--- src/rtl/sotd_pkg.sv ---
package sotd_pkg;
    typedef enum logic [2:0] {
        ST_IDLE,
        ST_STOP,
        ST_REQ,
        ST_BRIDGE,
        ST_SYNC,
        ST_BURST
    } sotd_state_e;

    typedef enum logic [1:0] {
        LP_00 = 2'b00,
        LP_01 = 2'b01,
        LP_10 = 2'b10,
        LP_11 = 2'b11
    } lp_code_e;

    localparam logic [7:0] SYNC_WORD = 8'hB8;
    localparam int unsigned BYTE_W   = 8;
endpackage

--- src/rtl/sotd_lowcnt.sv ---
module sotd_lowcnt #(
    parameter int unsigned W = 8
) (
    input  logic         clk,
    input  logic         rst_n,
    input  logic         count_en,
    output logic [W-1:0] cnt
);
    localparam logic [W-1:0] CNT_MAX = '1;

    always_ff @(posedge clk) begin
        if (!rst_n) begin
            cnt <= '0;
        end else if (!count_en) begin
            cnt <= '0;
        end else if (cnt != CNT_MAX) begin
            cnt <= cnt + 1'b1;
        end
    end
endmodule

--- src/rtl/sotd_aligner.sv ---
module sotd_aligner
    import sotd_pkg::*;
(
    input  logic              clk,
    input  logic              rst_n,
    input  logic [BYTE_W-1:0] byte_in,
    input  logic              byte_vld,
    input  logic [2:0]        lock_off,
    output logic              hit_any,
    output logic [2:0]        hit_off,
    output logic [BYTE_W-1:0] aligned
);
    localparam int unsigned N_OFF = BYTE_W;

    logic [BYTE_W-1:0]   prev_q;
    logic [2*BYTE_W-1:0] win;
    logic [N_OFF-1:0]    hit;

    always_ff @(posedge clk) begin
        if (!rst_n) begin
            prev_q <= '0;
        end else if (byte_vld) begin
            prev_q <= byte_in;
        end
    end

    assign win = {byte_in, prev_q};

    for (genvar k = 0; k < N_OFF; k++) begin : g_off
        assign hit[k] = (win[k +: BYTE_W] == SYNC_WORD);
    end

    always_comb begin
        hit_off = '0;
        for (int k = N_OFF - 1; k >= 0; k--) begin
            if (hit[k]) hit_off = 3'(k);
        end
    end

    assign hit_any = |hit;
    assign aligned = win[lock_off +: BYTE_W];
endmodule

--- src/rtl/sot_detect.sv ---
module sot_detect
    import sotd_pkg::*;
#(
    parameter int unsigned LOW_W  = 8,
    parameter int unsigned SRCH_W = 6
) (
    input  logic              clk,
    input  logic              rst_n,
    input  logic              lp_dp,
    input  logic              lp_dn,
    input  logic [7:0]        hs_byte,
    input  logic              hs_byte_vld,
    input  logic [LOW_W-1:0]  min_low,
    input  logic [SRCH_W-1:0] sync_limit,
    output logic [7:0]        out_byte,
    output logic              out_vld,
    output logic              out_sop,
    output logic              sot_error,
    output logic              burst_active
);
    localparam logic [SRCH_W:0] ONE_EXT = {{SRCH_W{1'b0}}, 1'b1};

    sotd_state_e       state, nxt;
    lp_code_e          lp;
    logic [LOW_W-1:0]  low_cnt;
    logic              low_en;
    logic              hit_any;
    logic [2:0]        hit_off;
    logic [2:0]        lock_off;
    logic [7:0]        aligned;
    logic [SRCH_W-1:0] srch_cnt;
    logic [SRCH_W:0]   srch_next;
    logic              first_pend;
    logic              do_err, do_out, do_lock, do_accept;

    assign lp        = lp_code_e'({lp_dp, lp_dn});
    assign low_en    = (lp == LP_00) && (state == ST_REQ || state == ST_BRIDGE);
    assign srch_next = {1'b0, srch_cnt} + ONE_EXT;

    sotd_lowcnt #(.W(LOW_W)) i_lowcnt (
        .clk      (clk),
        .rst_n    (rst_n),
        .count_en (low_en),
        .cnt      (low_cnt)
    );

    sotd_aligner i_align (
        .clk      (clk),
        .rst_n    (rst_n),
        .byte_in  (hs_byte),
        .byte_vld (hs_byte_vld),
        .lock_off (lock_off),
        .hit_any  (hit_any),
        .hit_off  (hit_off),
        .aligned  (aligned)
    );

    always_comb begin
        nxt       = state;
        do_err    = 1'b0;
        do_out    = 1'b0;
        do_lock   = 1'b0;
        do_accept = 1'b0;
        unique case (state)
            ST_IDLE: begin
                if (lp == LP_11) nxt = ST_STOP;
            end
            ST_STOP: begin
                if (hs_byte_vld) begin
                    nxt = ST_IDLE; do_err = 1'b1;
                end else if (lp == LP_01) begin
                    nxt = ST_REQ;
                end else if (lp != LP_11) begin
                    nxt = ST_IDLE; do_err = 1'b1;
                end
            end
            ST_REQ: begin
                if (hs_byte_vld) begin
                    nxt = ST_IDLE; do_err = 1'b1;
                end else if (lp == LP_00) begin
                    nxt = ST_BRIDGE;
                end else if (lp == LP_11) begin
                    nxt = ST_STOP;
                end else if (lp == LP_10) begin
                    nxt = ST_IDLE; do_err = 1'b1;
                end
            end
            ST_BRIDGE: begin
                if (lp == LP_11) begin
                    nxt = ST_STOP;
                end else if (lp != LP_00) begin
                    nxt = ST_IDLE; do_err = 1'b1;
                end else if (hs_byte_vld) begin
                    if (low_cnt >= min_low) begin
                        nxt = ST_SYNC; do_accept = 1'b1;
                    end else begin
                        nxt = ST_IDLE; do_err = 1'b1;
                    end
                end
            end
            ST_SYNC: begin
                if (lp == LP_11) begin
                    nxt = ST_STOP;
                end else if (hs_byte_vld) begin
                    if (hit_any) begin
                        nxt = ST_BURST; do_lock = 1'b1;
                    end else if (srch_next >= {1'b0, sync_limit}) begin
                        nxt = ST_IDLE; do_err = 1'b1;
                    end
                end
            end
            ST_BURST: begin
                if (lp == LP_11) nxt = ST_STOP;
                else if (hs_byte_vld) do_out = 1'b1;
            end
            default: nxt = ST_IDLE;
        endcase
    end

    always_ff @(posedge clk) begin
        if (!rst_n) state <= ST_IDLE;
        else        state <= nxt;
    end

    always_ff @(posedge clk) begin
        if (!rst_n) begin
            out_byte   <= '0;
            out_vld    <= 1'b0;
            out_sop    <= 1'b0;
            sot_error  <= 1'b0;
            lock_off   <= '0;
            first_pend <= 1'b0;
            srch_cnt   <= '0;
        end else begin
            out_vld   <= do_out;
            out_sop   <= do_out && first_pend;
            sot_error <= do_err;
            if (do_out)  out_byte <= aligned;
            if (do_lock) lock_off <= hit_off;
            if (do_lock)     first_pend <= 1'b1;
            else if (do_out) first_pend <= 1'b0;
            if (do_accept)
                srch_cnt <= {{(SRCH_W-1){1'b0}}, 1'b1};
            else if (state == ST_SYNC && hs_byte_vld && !hit_any)
                srch_cnt <= srch_next[SRCH_W-1:0];
        end
    end

    assign burst_active = (state == ST_SYNC) || (state == ST_BURST);
endmodule

--- config.mk ---
export PLATFORM = sky130hd
export DESIGN_NAME = sot_detect
export DESIGN_NICKNAME = d
export VERILOG_FILES = /design/src/rtl/sotd_pkg.sv /design/src/rtl/sotd_lowcnt.sv /design/src/rtl/sotd_aligner.sv /design/src/rtl/sot_detect.sv
export SDC_FILE = /design/constraint.sdc
export NUM_CORES = 1
export LEC_CHECK = 0
export BUFFER_PORTS_ARGS = -buffer_cell sky130_fd_sc_hd__buf_2
export CORE_UTILIZATION = 50
export CTS_CLUSTER_DIAMETER = 100
export DETAILED_ROUTE_END_ITERATION = 10
export HOLD_SLACK_MARGIN = 0.1
export PLACE_DENSITY = 0.73
export SLEW_MARGIN = 20
export SYNTH_ARGS = -nofsm -noshare
export SYNTH_HDL_FRONTEND = slang
export SYNTH_SLANG_ARGS = --single-unit
--- constraint.sdc ---
create_clock -name clk -period 5.4 [get_ports clk]
set_input_delay 1.08 -clock clk [delete_from_list [all_inputs] [get_ports clk]]
set_output_delay 1.08 -clock clk [all_outputs]
set_load 0.01 [all_outputs]
==> impl_metrics.ini <==
[layout]
layout_commonest_cell = dfxtp_1
layout-drive-gt1-share_pct = 19.61
syn_to_final_growth_pct = 9.656
antennaDiodeCount = 0
finalNetCount = 410
n_fill_cell = 534
final_cell_mix = dfxtp_1 (40), buf_2 (38), nand2_1 (35), mux2i_1 (25), ha_1 (22)
final_area_um2 = 3268

[placement]
dp_hpwl_mm = 4.410
place_congestion = 0.8603
io_buffers = 38
placed_area_um2 = 3142

[routing]
postRouteAntennaNets = 0
drtIter0Drc = 107
vias = 2490
viasPerCell = 5.737
drc = 0
wire_per_inst_um = 13.72
first_pass_iters = 4
drt_wl_total_mm = 5.953

[clock_tree]
clk_pin_slew_ns = 0.07
worstSkewPairLatency_ns = 0.29
cts_setup_buffers = 0
cts_made_buffers = 5
numClockSinks = 40
h-tree-depth = 2
cts_buffer_depth = 2
ctsRootBufferMaster = clkbuf_8
ctsResizeCount = 0
cts_tree = yes
holdBufCountCts = 0

[timing]
rsz0062_at_grt = no
hold_viol_final = 0
tightest_slew_ns = 0.7014
max_freq_ghz = 0.3887
period_minus_slack_ns = 2.573
skew_ns = 0.004345
period_share_pct = 47.65
finalSetupViolations = 0
drv_slew = 0
max_slew_margin_pct = 53.18
finalSetupTns_ns = 0

[yosys]
yosys.area.top_type = dfxtp_1
ys_seq_elements = 40
synth.distinct_cells = 58
yosys.area.top_type_share_pct = 26.87
synthesis.nets = 385
yosysWarnings = 0
syn_area_per_cell_um2 = 8.870
yosysSeqAreaShare_pct = 26.87
syn-cell-area_um2 = 2980
async_flop_share_pct = 0
yosys-top-cells-area = dfxtp_1 (27%), ha_1 (9.2%), mux2i_1 (8.4%)
yosys_most_used_dff = dfxtp_1
synthCells = 336
synth-edff-count = 0

[min_path]
min_path_type = flop to flop
worst_hold_path.num_cells = 2

[worst_setup_path]
crit_path_frequent_cell = a21oi_1
crit_chain = buf_2, ha_1, nand2b_1, a2111o_1, a21oi_1, o21ai_0, a21oi_1
critPathMaxFanout = 5
cpPeakStageDelay_ns = 0.43
cp_top_family = compound AO/OA/AOI/OAI gates
critPathSlowestCell = a2111o_1
path_class = input port to flop
worstReg2RegEnd = state[1]
r2r_setup_slack_ns = 2.86
ff2ff_path_depth = 9
path_buf_inv = 1
start_kind = input port
cp.depth = 7
timing.rr.start = srch_cnt[0]
worst-endpoint-required_ns = 5.62
critPathLaunch = min_low[0]
arrival_ns = 2.79
end_kind = flop
endpoint = srch_cnt[1]

[global_route]
antenna_found_initial = 0
grt-ovfl-total = 0
grt_max_degree = 36
grt_pass1_wl_mm = 10.18
first_global_vias = 2287
grtUsageTotal_pct = 20.29

[floorplanning]
ios = 39
die_area_um2 = 6273
die_w_um = 79.21
rows = 27
start_util_pct = 52.83
die_h_um = 79.21
core_region_area_um2 = 5642

[job]
cap_violations = 0

[power_and_ir_drop]
p_per_area_nw_per_um2 = 202.2
peakVddDrop_mv = 0.1434
p_leak_nw = 1.439

[run_status]
status = completed
## worst register-to-register path, cell delays in order (launching register included)
cell and delay [ns]:
dfxtp_1 0.42, ha_1 0.27, nand3_1 0.16, xnor2_1 0.20, ha_1 0.27, a21o_1 0.18
a221o_1 0.34, a41oi_1 0.32, a311oi_1 0.17, o21ai_0 0.15
## flip-flops by register name, indices dropped and copies added, names as in the netlist, 3 cells and up
signal          cells
lock_off            3
state               3
i_align.prev_q      8
srch_cnt            6
i_lowcnt.cnt        8
out_byte            8
## per-stage QoR
stage / utilization [%] / cells / hold WS (ns) / setup WS, ns / power (mW)
after CTS: 57.93 / 434 / 0.4868 / 2.853 / 0.6670
after global routing: 57.93 / 434 / 0.5052 / 2.677 / 0.6880
final: 57.93 / 434 / 0.4816 / 2.827 / 0.6608
after floorplan: - / 336 / 0.4518 / 2.887 / 0.3806
after detailed placement: 55.69 / 426 / 0.4733 / 2.533 / 0.4039
after global placement: 55.69 / 426 / 0.4612 / 2.571 / 0.4020
## cell usage after synthesis, drive strengths merged (5+ instances only)
cell	count
inv	18
o31ai	5
nor2	17
o211a	8
ha	22
nand2	35
and4bb	11
buf	7
nand4	5
dfxtp	40
nand3	10
and3	6
nor3	6
xor2	5
o21ai	18
mux4	7
nor2b	14
a21oi	12
clkbuf	12
mux2i	25
## power breakdown
group          total, mW  leakage, nW  internal [mW]  switching, mW
Clock              0.263       0.0645          0.163         0.0996
Sequential         0.313        0.324          0.300         0.0128
Combinational     0.0853         1.05         0.0408         0.0445
Total              0.661         1.44          0.504          0.157
## cell type report
type / instances / area, um^2 / area share (%)
multi-input cells: 258 / 1993 / 60.99
well taps: 72 / 90.09 / 2.757
repair buffers: 38 / 190.2 / 5.819
clock buffers: 7 / 96.34 / 2.948
inverters: 18 / 67.56 / 2.067
clock inverters: 1 / 30.03 / 0.9188
flip-flops and latches: 40 / 800.8 / 24.50
## logic make-up (layout without fill, tap and decap cells)
group | Yosys count | count (layout) | share of synthesized area (%)
simple gates | 124 | 124 | 24.39
compound gates | 71 | 71 | 16.83
flops | 40 | 40 | 26.87
buf+inv | 38 | 64 | 6.255
mux | 33 | 33 | 14.06
fa+ha+maj | 22 | 22 | 9.236
xor+xnor | 8 | 8 | 2.351
## worst min path at each step
stage	start	endpoint
after floorplan	first_pend	first_pend
after global placement	first_pend	out_sop
after detailed placement	first_pend	out_sop
after CTS	first_pend	out_sop
after global routing	first_pend	out_sop
final	first_pend	first_pend
## routing by layer
layer / global-route usage (%) / wire, um / vias to the layer above
met1: 26.10 / 2957 / 1150
met3: 3.218 / 179 / 11
met2: 33.71 / 2715 / 45
met5: 0 / 0 / -
met4: 8.182 / 101 / 0
li1: - / - / 1284
No activity file was read; power rests on OpenSTA's default activity.
